$ cat src/rtl/dmar_pkg.sv
package dmar_pkg;
  typedef enum logic [1:0] {
    PATH_BANKED  = 2'b00,
    PATH_ACCESS  = 2'b01,
    PATH_INDEXED = 2'b10
  } path_e;
endpackage

$ cat src/rtl/dmar_regfile.sv
module dmar_regfile #(
  parameter int ADDR_W = 12,
  parameter int BANK_W = 4
) (
  input  logic              clk,
  input  logic              rst,
  input  logic              wr_en_i,
  input  logic              wr_sel_i,
  input  logic [ADDR_W-1:0] wr_data_i,
  output logic [BANK_W-1:0] bank_o,
  output logic [ADDR_W-1:0] fp_o
);
  logic bank_we, fp_we;
  assign bank_we = wr_en_i && !wr_sel_i;
  assign fp_we   = wr_en_i &&  wr_sel_i;

  always_ff @(posedge clk) begin
    if (rst) begin
      bank_o <= '0;
      fp_o   <= '0;
    end else begin
      if (bank_we) bank_o <= wr_data_i[BANK_W-1:0];
      if (fp_we)   fp_o   <= wr_data_i;
    end
  end

  // each write lands on the next edge and leaves the other register alone
  p_bank_load_r7: assert property (@(posedge clk) disable iff (rst)
    bank_we |=> bank_o == $past(wr_data_i[BANK_W-1:0]));
  p_fp_load_r7: assert property (@(posedge clk) disable iff (rst)
    fp_we |=> fp_o == $past(wr_data_i));
  p_fp_hold_r7: assert property (@(posedge clk) disable iff (rst)
    !fp_we |=> $stable(fp_o));
  p_bank_hold_r7: assert property (@(posedge clk) disable iff (rst)
    !bank_we |=> $stable(bank_o));
endmodule

$ cat src/rtl/dmar_path_sel.sv
module dmar_path_sel
  import dmar_pkg::*;
#(
  parameter int             OPND_W = 8,
  parameter logic [OPND_W-1:0] THRESH = 8'h5F
) (
  input  logic [OPND_W-1:0] opnd_i,
  input  logic              acc_i,
  input  logic              ext_en_i,
  output path_e             path_o,
  output logic              in_low_o
);
  function automatic path_e pick(input logic acc, input logic ext, input logic low);
    if (acc)             return PATH_BANKED;
    else if (ext && low) return PATH_INDEXED;
    else                 return PATH_ACCESS;
  endfunction

  assign in_low_o = (opnd_i <= THRESH);
  assign path_o   = pick(acc_i, ext_en_i, in_low_o);
endmodule

$ cat src/rtl/dmar_addr_gen.sv
module dmar_addr_gen
  import dmar_pkg::*;
#(
  parameter int OPND_W = 8,
  parameter int ADDR_W = 12,
  parameter int BANK_W = 4
) (
  input  path_e             path_i,
  input  logic              in_low_i,
  input  logic [OPND_W-1:0] opnd_i,
  input  logic [BANK_W-1:0] bank_i,
  input  logic [ADDR_W-1:0] fp_i,
  output logic [ADDR_W-1:0] addr_o
);
  localparam int FILL_W = ADDR_W - OPND_W;

  function automatic logic [ADDR_W-1:0] access_map(input logic [OPND_W-1:0] op, input logic low);
    return low ? {{FILL_W{1'b0}}, op} : {{FILL_W{1'b1}}, op};
  endfunction

  function automatic logic [ADDR_W-1:0] banked_map(input logic [BANK_W-1:0] b, input logic [OPND_W-1:0] op);
    return {b, op};
  endfunction

  function automatic logic [ADDR_W-1:0] indexed_sum(input logic [ADDR_W-1:0] base, input logic [OPND_W-1:0] op);
    return base + {{FILL_W{1'b0}}, op};
  endfunction

  always_comb begin
    unique case (path_i)
      PATH_BANKED:  addr_o = banked_map(bank_i, opnd_i);
      PATH_INDEXED: addr_o = indexed_sum(fp_i, opnd_i);
      default:      addr_o = access_map(opnd_i, in_low_i);
    endcase
  end
endmodule

$ cat src/rtl/data_addr_resolver.sv
module data_addr_resolver
  import dmar_pkg::*;
#(
  parameter int                OPND_W = 8,
  parameter int                ADDR_W = 12,
  parameter int                BANK_W = ADDR_W - OPND_W,
  parameter logic [OPND_W-1:0] THRESH = 8'h5F
) (
  input  logic              clk,
  input  logic              rst,
  input  logic [OPND_W-1:0] opnd_i,
  input  logic              acc_i,
  input  logic              dest_i,
  input  logic              ext_en_i,
  input  logic              wr_en_i,
  input  logic              wr_sel_i,
  input  logic [ADDR_W-1:0] wr_data_i,
  output logic [ADDR_W-1:0] addr_o,
  output logic [1:0]        path_o,
  output logic              dest_o
);
  logic [BANK_W-1:0] bank_q;
  logic [ADDR_W-1:0] fp_q;
  path_e             path_w;
  logic              in_low_w;

  dmar_regfile #(.ADDR_W(ADDR_W), .BANK_W(BANK_W)) u_regs (
    .clk(clk), .rst(rst), .wr_en_i(wr_en_i), .wr_sel_i(wr_sel_i),
    .wr_data_i(wr_data_i), .bank_o(bank_q), .fp_o(fp_q));

  dmar_path_sel #(.OPND_W(OPND_W), .THRESH(THRESH)) u_sel (
    .opnd_i(opnd_i), .acc_i(acc_i), .ext_en_i(ext_en_i),
    .path_o(path_w), .in_low_o(in_low_w));

  dmar_addr_gen #(.OPND_W(OPND_W), .ADDR_W(ADDR_W), .BANK_W(BANK_W)) u_gen (
    .path_i(path_w), .in_low_i(in_low_w), .opnd_i(opnd_i),
    .bank_i(bank_q), .fp_i(fp_q), .addr_o(addr_o));

  assign path_o = path_w;
  assign dest_o = dest_i;

  p_banked_r2: assert property (@(posedge clk) disable iff (rst)
    acc_i |-> (path_o == 2'b00) && (addr_o[ADDR_W-1:OPND_W] == bank_q)
              && (addr_o[OPND_W-1:0] == opnd_i));
  p_indexed_r3: assert property (@(posedge clk) disable iff (rst)
    (ext_en_i && !acc_i && opnd_i <= THRESH) |-> path_o == 2'b10);
  p_high_access_r4: assert property (@(posedge clk) disable iff (rst)
    (!acc_i && opnd_i > THRESH) |-> (path_o == 2'b01) && (&addr_o[ADDR_W-1:OPND_W]));
  p_low_access_r1: assert property (@(posedge clk) disable iff (rst)
    (!ext_en_i && !acc_i && opnd_i <= THRESH) |->
      (path_o == 2'b01) && (addr_o[ADDR_W-1:OPND_W] == '0));
  p_dest_pass_r6: assert property (@(posedge clk) disable iff (rst)
    dest_o == dest_i);
endmodule

$ cat config.mk
export PLATFORM = sky130hd
export DESIGN_NAME = data_addr_resolver
export DESIGN_NICKNAME = d
export VERILOG_FILES = /design/src/rtl/dmar_pkg.sv /design/src/rtl/dmar_regfile.sv /design/src/rtl/dmar_path_sel.sv /design/src/rtl/dmar_addr_gen.sv /design/src/rtl/data_addr_resolver.sv
export SDC_FILE = /design/constraint.sdc
export NUM_CORES = 1
export LEC_CHECK = 0
export ABC_AREA = 1
export BUFFER_PORTS_ARGS = -buffer_cell sky130_fd_sc_hd__buf_2
export CAP_MARGIN = 10
export CORE_ASPECT_RATIO = 1.25
export CORE_MARGIN = 4
export CORE_UTILIZATION = 50
export CTS_CLUSTER_DIAMETER = 60
export DETAILED_ROUTE_END_ITERATION = 7
export GPL_ROUTABILITY_DRIVEN = 1
export PLACE_DENSITY = 0.86
export SYNTH_ARGS = -nofsm -noshare
export SYNTH_HDL_FRONTEND = slang
export SYNTH_SLANG_ARGS = --single-unit
$ cat constraint.sdc
create_clock -name clk -period 2.5 [get_ports clk]
set_clock_uncertainty 0.05 [all_clocks]
set_input_delay 0.375 -clock clk [delete_from_list [all_inputs] [get_ports clk]]
set_output_delay 0.375 -clock clk [all_outputs]
set_load 0.1 [all_outputs]
## Word level (Yosys, flattened, before mapping)

Index checks and enable logic that the tools add are counted.

| word-level totals | value |
|---|---|
| bits in registers | 16 |
| input bits | 27 |
| output and inout port bits | 15 |
| word-level logic and storage cells | 14 |

| cells by class | value |
|---|---|
| add/subtract/negate cells | 1 |
| order comparisons | 1 |
| equality and inequality tests | 1 |
| mux-type cells | 4 |
| reductions and logical operators | 5 |

Operator list:

| operator | number |
|---|---|
| 12-bit one-hot mux with 2 select lines | 1 |
| 12-bit by 8-bit adder with 12-bit output | 1 |
| 12-bit 2-to-1 mux | 1 |
| 8-bit by 7-bit <= comparator with 1-bit output (second input constant) | 1 |
| 2-bit 2-to-1 mux | 2 |
| 1-bit logical AND | 3 |
| 2-bit == test (second input constant) | 1 |
| 2-bit zero test | 1 |
| 1-bit zero test | 1 |

## Depth between registers and ports, before layout

Gate-level depths: netlist of the first run.

| depth | value |
|---|---|
| depth in word-level cells | 6 |
| depth in mapped cells | 10 |
| gate-level depth less buffers | 10 |

## Hierarchy

Synthesis of the first run repeated with hierarchy kept, for this count alone.

| unflattened totals | value |
|---|---|
| cell total of the unflattened synthesis | 234 |
| area total of the unflattened synthesis | 1385.1 um^2 |

Modules (own cells, without submodules):

| module | instances | cells each | area an instance (um^2) | sequential area each (um^2) |
|---|---|---|---|---|
| dmar_addr_gen | 1 | 143 | 715.7 | 0.0 |
| dmar_regfile | 1 | 82 | 624.3 | 320.3 |
| dmar_path_sel | 1 | 8 | 37.5 | 0.0 |
| data_addr_resolver | 1 | 1 | 7.5 | 0.0 |

## Least setup slack after synthesis of the first run

OpenSTA, ideal clock, no wires.

| timing | value |
|---|---|
| path kind | in2out |
| from | in opnd_i[4] |
| to | out addr_o[5] |
| data arrival time | 2.588 ns |
| required time | 2.075 ns |
| slack | -0.513 ns |
| stages on the path | 8 |
| buffers on the path | 0 |
| cells stage by stage | ha_1 -> nand2_1 -> inv_1 -> nand2_1 -> nand2_1 -> nor2_1 -> xor2_1 -> a21oi_1 |

| on the way | value |
|---|---|
| cells in the longest elaborated chain, start to end | 6 |
| elaborated cells between the ends (all ways) | 8 |
| those cells by class | 1 x add/sub; 1 x order compare; 1 x eq/ne; 3 x mux; 2 x reduce/logical |

Ends and longest elaborated chain:

| element | RTL line | source |
|---|---|---|
| start, declared | data_addr_resolver.sv:11 | `input logic [OPND_W-1:0] opnd_i,` |
| 8-bit by 7-bit <= comparator with 1-bit output | dmar_path_sel.sv:19 | `assign in_low_o = (opnd_i <= THRESH);` |
| 1-bit logical AND | dmar_path_sel.sv:15 | `else if (ext && low) return PATH_INDEXED;` |
| 2-bit 2-to-1 mux | dmar_path_sel.sv:15 |  |
| 2-bit 2-to-1 mux | dmar_path_sel.sv:14 | `if (acc) return PATH_BANKED;` |
| 2-bit == test / 2-bit zero test (equally long branches) | dmar_addr_gen.sv:30 | `unique case (path_i)` |
| 12-bit one-hot mux with 2 select lines * | dmar_addr_gen.sv:30 |  |
| end, declared | data_addr_resolver.sv:18 | `output logic [ADDR_W-1:0] addr_o,` |

Every way passes the cells marked *; elsewhere a longest branch is shown, timed or not.

## Worst setup path in the final report of the first run

| timing | value |
|---|---|
| from | reg u_regs.fp_o[0] |
| to | out addr_o[6] |

| on the way | value |
|---|---|
| cells in the longest elaborated chain, start to end | 2 |

Ends and longest elaborated chain:

| element | RTL line | source |
|---|---|---|
| start, declared | dmar_regfile.sv:11 | `output logic [ADDR_W-1:0] fp_o` |
| start signal, assigned | dmar_regfile.sv:23 | `if (fp_we) fp_o <= wr_data_i;` |
| 12-bit by 8-bit adder with 12-bit output | dmar_addr_gen.sv:26 | `return base + {{FILL_W{1'b0}}, op};` |
| 12-bit one-hot mux with 2 select lines | dmar_addr_gen.sv:30 |  |

No other way between the ends.

==> results.toml, run 1 <==
[worst_setup_path]
cpMaxStageDelayCell = "fa_2"
slowest_delay_ns = 0.35
crit_buf_inv = 2
critical_path_class = "flip-flop to output pin"
cp-start-kind = "flip-flop"
cp.required_ns = 2.08
cp_data_arrival_time_ns = 1.97
worstPathMaxFanout = 3
cp_cell_sequence = "ha_4 > fa_2 > nand3_2 > inv_1 > nand2_1 > nand3_2 > or2_0 > nand3_1 > nand3_2 > buf_12"
crit_top_cell = "nand3_2"
cp-end-kind = "output pin"
crit_family = "simple AND/OR/NAND/NOR gates"

[cts]
postCtsSetupBuffers = 0
cts_made_buffers = 3
cts_buffer_depth = 2
htreeDepth = 1
numClockSinks = 16
cts_tree = "built"
root_buffer = "clkbuf_4"
clk_pin_slew_ns = 0.08
clk_latency_ns = 0.27

[route]
wl_per_cell_um = 11.0
ant_nets = 0
avgViaCountPerCell = 4.97
drt-initial-drc-count = 34
dr_total_vias = 1367
finalWirelength_mm = 3.03
drc = 0
dr.pass1.iters = 4

[timing]
fmax_ghz = 0.417
hold_viol = 0
report.final.setup_viol = 0
fin_crit_ns = 2.40
slew_viol_final = 0
slew-limit-headroom_pct = 67.5
tightest_slew_ns = 0.491
rsz0062_at_grt = "false"
min_period_over_period_pct = 96.0
fin_ws_ns = 0.101
finalSetupTns_ns = 0

[logic_synthesis]
yosysMostFrequentCell = "nand2_1"
yosysSeqAreaShare_pct = 25.1
syn_area_per_cell_um2 = 6.22
synth_ff_type = "dfxtp_1"
synth_area_leaders = "dfxtp_1, nand2_1, a21oi_1"
async_reset_ff_share_pct = 0
yosys_warnings = 0
synth_cells = 205
yosys.area.top_type = "dfxtp_1"
ys_seq_elements = 16
synth_edf_count = 0
syn-num-nets = 241
synth_top_cell_area_share_pct = 25.1
syn_area_mm2 = 0.00127
synthTopCellsByCount = "nand2_1, a21oi_1, inv_1"
ys_types = 27

[power_and_ir_drop]
switching_share_pct = 41.8
internal-power_w = 0.000436
p_comb_share_pct = 46.0
power.share.clock_pct = 17.0
power_density_mw_per_mm2 = 445
p_leak_nw = 0.857
p_total_w = 0.000750
seq_power_share_pct = 37.1
ir_drop_v = 0.000381
power.switching_w = 0.000313

[global_routing]
grt_max_degree = 17
gr-total-overflow = 0
grt_pass1_wl_mm = 5.08
grt_pass1_vias = 1310
grt_usage_pct = 19.4
antenna_found_initial = 0

[run]
maxCapViolations = 0

[placed_design]
place_area_mm2 = 0.00164
port_buffers = 39
place_inst = 272
post-dp-hpwl_mm = 2.53
place.gp.congestion = 0.886
place_ws_ns = 0.100

[floorplan]
num_rows = 20
die_area_mm2 = 0.00343
coreArea_mm2 = 0.00243
fp.dieW_um = 53.2
start_util_pct = 52.5
die_y_um = 64.5
ios = 42

[layout]
drive_gt1_share_pct = 24.8
areaGrowthSynthToFinish_pct = 32.2
n_fill_cell = 211
final_cells = 275
stdcell_area_mm2 = 0.00169
nets = 280
antenna_cells = 0

[status]
status = "finished, final reports clean"

[min_path]
hold_class = "primary input to flip-flop"
cell type report:
type	count	area [um^2]	area share, %
clock buffers	3	22.5	1.34
inverters	22	82.6	4.90
multi-input cells	161	880	52.2
flip-flops and latches	16	322	19.1
well taps	33	41.3	2.45
repair buffers	40	338	20.0
sequential cells by signal, indices dropped and copies added (netlist names):
signal,cells
u_regs.bank_o,4
u_regs.fp_o,12
power groups by stage:
stage | logic [W] | registers [W] | clock network, W
floorplan | 0.000246 | 0.000280 | 0
global placement | 0.000337 | 0.000283 | 0
detailed placement | 0.000342 | 0.000283 | 0
CTS | 0.000344 | 0.000277 | 0.000130
global route | 0.000368 | 0.000279 | 0.000140
finish | 0.000345 | 0.000278 | 0.000127
repair_timing:
action / CTS / global route
endpoints found under the hold margin: 0 / 0
pin swaps: 0 / 1
resized for setup: 1 / 5
endpoints found under the setup margin: 1 / 4
hold buffers: 0 / 0
kinds of logic (layout without fill, tap and decap cells):
logic type | after synthesis | in the layout | share of synthesized area, %
buffers and inverters | 28 | 65 | 9.32
flip-flops | 16 | 16 | 25.1
multiplexers | 2 | 2 | 1.77
adder cells (fa/ha/maj) | 9 | 9 | 9.42
AND/OR/NAND/NOR | 115 | 115 | 38.1
XOR/XNOR | 3 | 3 | 2.06
AO/OA/AOI/OAI | 32 | 32 | 14.2
per-layer routing:
metal | global-route usage [%] | vias to the layer above | share of wire [%]
met5 | 0 | - | 0
met4 | 9.58 | 0 | 1.6
met3 | 1.15 | 6 | 3.4
met2 | 36.0 | 27 | 53
met1 | 21.2 | 595 | 42
li1 | - | 739 | -
worst paths after layout:
check	startpoint	endpoint	slack (ns)	cells after the start
worst max register to register	u_regs.fp_o[9]$_SDFFE_PP0P_	u_regs.fp_o[9]$_SDFFE_PP0P_	1.67	2
worst min-delay path	wr_data_i[7]	u_regs.fp_o[7]$_SDFFE_PP0P_	0.28	3
worst max-delay path	u_regs.fp_o[0]$_SDFFE_PP0P_	addr_o[6]	0.10	10
worst min register to register	u_regs.bank_o[3]$_SDFFE_PP0P_	u_regs.bank_o[3]$_SDFFE_PP0P_	0.42	2
metrics by stage:
stage	util, %	hold WS [ns]
global route	69.4	0.298
floorplan	-	0.391
detailed placement	67.4	0.407
global placement	67.4	0.401
CTS	68.6	0.278
finish	69.4	0.282
placed cells by master, fill, tap and decap left out, types with 2 or more instances in the layout:
master    synthesis  routed
dfxtp_1          16      15
buf_12            0       9
a211oi_1          3       3
o21a_1            3       2
a21oi_2           1       2
nand3_1          17      14
nand3_2           0       3
clkbuf_4          0       3
xor2_1            2       2
nand4_1           2       2
nand2_1          75      73
inv_1            21      21
mux2_2            2       2
nor2_1           16      16
buf_2             2      30
ha_1              8       7
nand2_2           1       3
a21oi_1          23      22
worst register-to-register path: cells and delay by family, from the launching register on:
family	cells	cell delay, ns
flip-flops	1	0.39
AO/OA/AOI/OAI	1	0.22
buffers and inverters	1	0.09
Note: power is estimated with default switching activity, not from simulation.
==> run 2, diff against run 1 <==
--- a/config.mk
+++ b/config.mk
@@ -9,12 +9,11 @@
 export BUFFER_PORTS_ARGS = -buffer_cell sky130_fd_sc_hd__buf_2
 export CAP_MARGIN = 10
 export CORE_ASPECT_RATIO = 1.25
-export CORE_MARGIN = 4
-export CORE_UTILIZATION = 50
+export CORE_UTILIZATION = 30
 export CTS_CLUSTER_DIAMETER = 60
 export DETAILED_ROUTE_END_ITERATION = 7
 export GPL_ROUTABILITY_DRIVEN = 1
-export PLACE_DENSITY = 0.86
+export PLACE_DENSITY = 0.59
 export SYNTH_ARGS = -nofsm -noshare
 export SYNTH_HDL_FRONTEND = slang
 export SYNTH_SLANG_ARGS = --single-unit
==> run 2 against run 1 <==
Compared with the run above:
- the flow now finishes with violations (DRC)
- critical path depth did not move
- utilization fell by 27 points
- sequential power about the same
- global-route usage decreased by 4.4 points
==> results.toml, run 2 (same netlist as run 1, synthesis figures left out) <==
[route]
finalWirelength_mm = 3.14
ant_nets = 0
avgViaCountPerCell = 4.50
drc = 1
dr_total_vias = 1346
drt-initial-drc-count = 37
wl_per_cell_um = 10.5
dr.pass1.iters = 6

[timing]
min_period_over_period_pct = 95.0
slew-limit-headroom_pct = 67.5
rsz0062_at_grt = "false"
slew_viol_final = 0
report.final.setup_viol = 0
tightest_slew_ns = 0.492
finalSetupTns_ns = 0
hold_viol = 0
fin_crit_ns = 2.37
fmax_ghz = 0.421

[status]
violations = "DRC"
status = "finished, violations left"

[placed_design]
place.gp.congestion = 0.820
port_buffers = 39
post-dp-hpwl_mm = 2.62

[cts]
postCtsSetupBuffers = 0
clk_pin_slew_ns = 0.06
root_buffer = "clkbuf_8"
clk_latency_ns = 0.24
hold_buffers = 0
cts_made_buffers = 3
cts.repair.resized = 0
cts_tree = "built"
cts_buffer_depth = 2
htreeDepth = 1
numClockSinks = 16

[global_routing]
grt_max_degree = 17
antenna_found_initial = 0
grt_pass1_wl_mm = 5.11
grt_usage_pct = 15.0
grt_pass1_vias = 1166
gr-total-overflow = 0

[run]
maxCapViolations = 0

[worst_setup_path]
cp.required_ns = 2.08
cp-end-kind = "output pin"
cp_data_arrival_time_ns = 1.95
worstPathMaxFanout = 3
cp-start-kind = "flip-flop"
critical_path_class = "flip-flop to output pin"

[layout]
drive_gt1_share_pct = 24.3
layout_commonest_cell = "nand2_1"
nets = 281
mostFrequentLayoutCells = "nand2_1, buf_2, a21oi_1"
fin_util_pct = 42.4
antenna_cells = 0
areaGrowthSynthToFinish_pct = 35.2
top_regs = "u_regs.fp_o x12, u_regs.bank_o x4"
top_register = "u_regs.fp_o"
largest_reg_flops = 12

[floorplan]
coreArea_mm2 = 0.00407
die_area_mm2 = 0.00452
ios = 42
num_rows = 26
start_util_pct = 31.4
die_y_um = 74.9
fp.dieW_um = 60.3

[power_and_ir_drop]
power_density_mw_per_mm2 = 469
ir_drop_v = 0.000293
p_leak_nw = 0.862

[min_path]
hold_class = "primary input to flip-flop"
[run 2: layer usage]
layer | up-vias | share of wire (%) | routed length [um] | global-route usage [%]
met2 | 24 | 48 | 1520 | 25.0
li1 | 735 | - | - | -
met1 | 582 | 48 | 1510 | 20.0
met3 | 5 | 2.6 | 81 | 1.55
met4 | 0 | 1.1 | 35 | 4.91
met5 | - | 0 | 0 | 0
[run 2: area by class of cell]
| type | instances | area, um^2 |
|---|---|---|
| well taps | 56 | 70.1 |
| clock buffers | 3 | 41.3 |
| inverters | 22 | 82.6 |
| fillers | 419 | 2340 |
| multi-input cells | 161 | 865 |
| repair buffers | 41 | 345 |
| flip-flops and latches | 16 | 320 |
[run 2: path summary, 6_finish.rpt]
check                                startpoint                             to  slack [ns]  depth (start not counted)
setup / recovery    u_regs.fp_o[0]$_SDFFE_PP0P_                      addr_o[6]        0.13                         10
hold reg to reg   u_regs.bank_o[2]$_SDFFE_PP0P_  u_regs.bank_o[2]$_SDFFE_PP0P_        0.42                          2
hold / removal                     wr_data_i[7]    u_regs.fp_o[7]$_SDFFE_PP0P_        0.32                          3
setup reg to reg    u_regs.fp_o[9]$_SDFFE_PP0P_    u_regs.fp_o[9]$_SDFFE_PP0P_        1.68                          2
[run 2: per-stage QoR]
step / instance area (um^2) / setup slack (ns) / power (W) / hold slack, ns / instances
5_1_grt: 1720 / 0.0233 / 0.000855 / 0.321 / 299
6_report: 1720 / 0.126 / 0.000808 / 0.325 / 299
4_1_cts: 1710 / 0.0160 / 0.000815 / 0.322 / 299
3_5_place_dp: 1670 / 0.106 / 0.000627 / 0.414 / 296
3_3_place_gp: 1670 / 0.125 / 0.000626 / 0.403 / 296
2_1_floorplan: 1290 / 0.0403 / 0.000526 / 0.391 / 205
[run 2: critical path, cell delays in order, from the launching register on]
cell and delay [ns]:
dfxtp_1 0.32, ha_2 0.18, fa_2 0.36, nand3_2 0.10
inv_1 0.04, nand2_1 0.04, nand3_1 0.07, or2_0 0.21
nand3_1 0.10, nand3_2 0.09, buf_12 0.18
[run 2: report_power, final]
part           internal, W  switching [W]
clock network     0.000107      0.0000793
logic             0.000113       0.000231
registers         0.000268      0.0000101
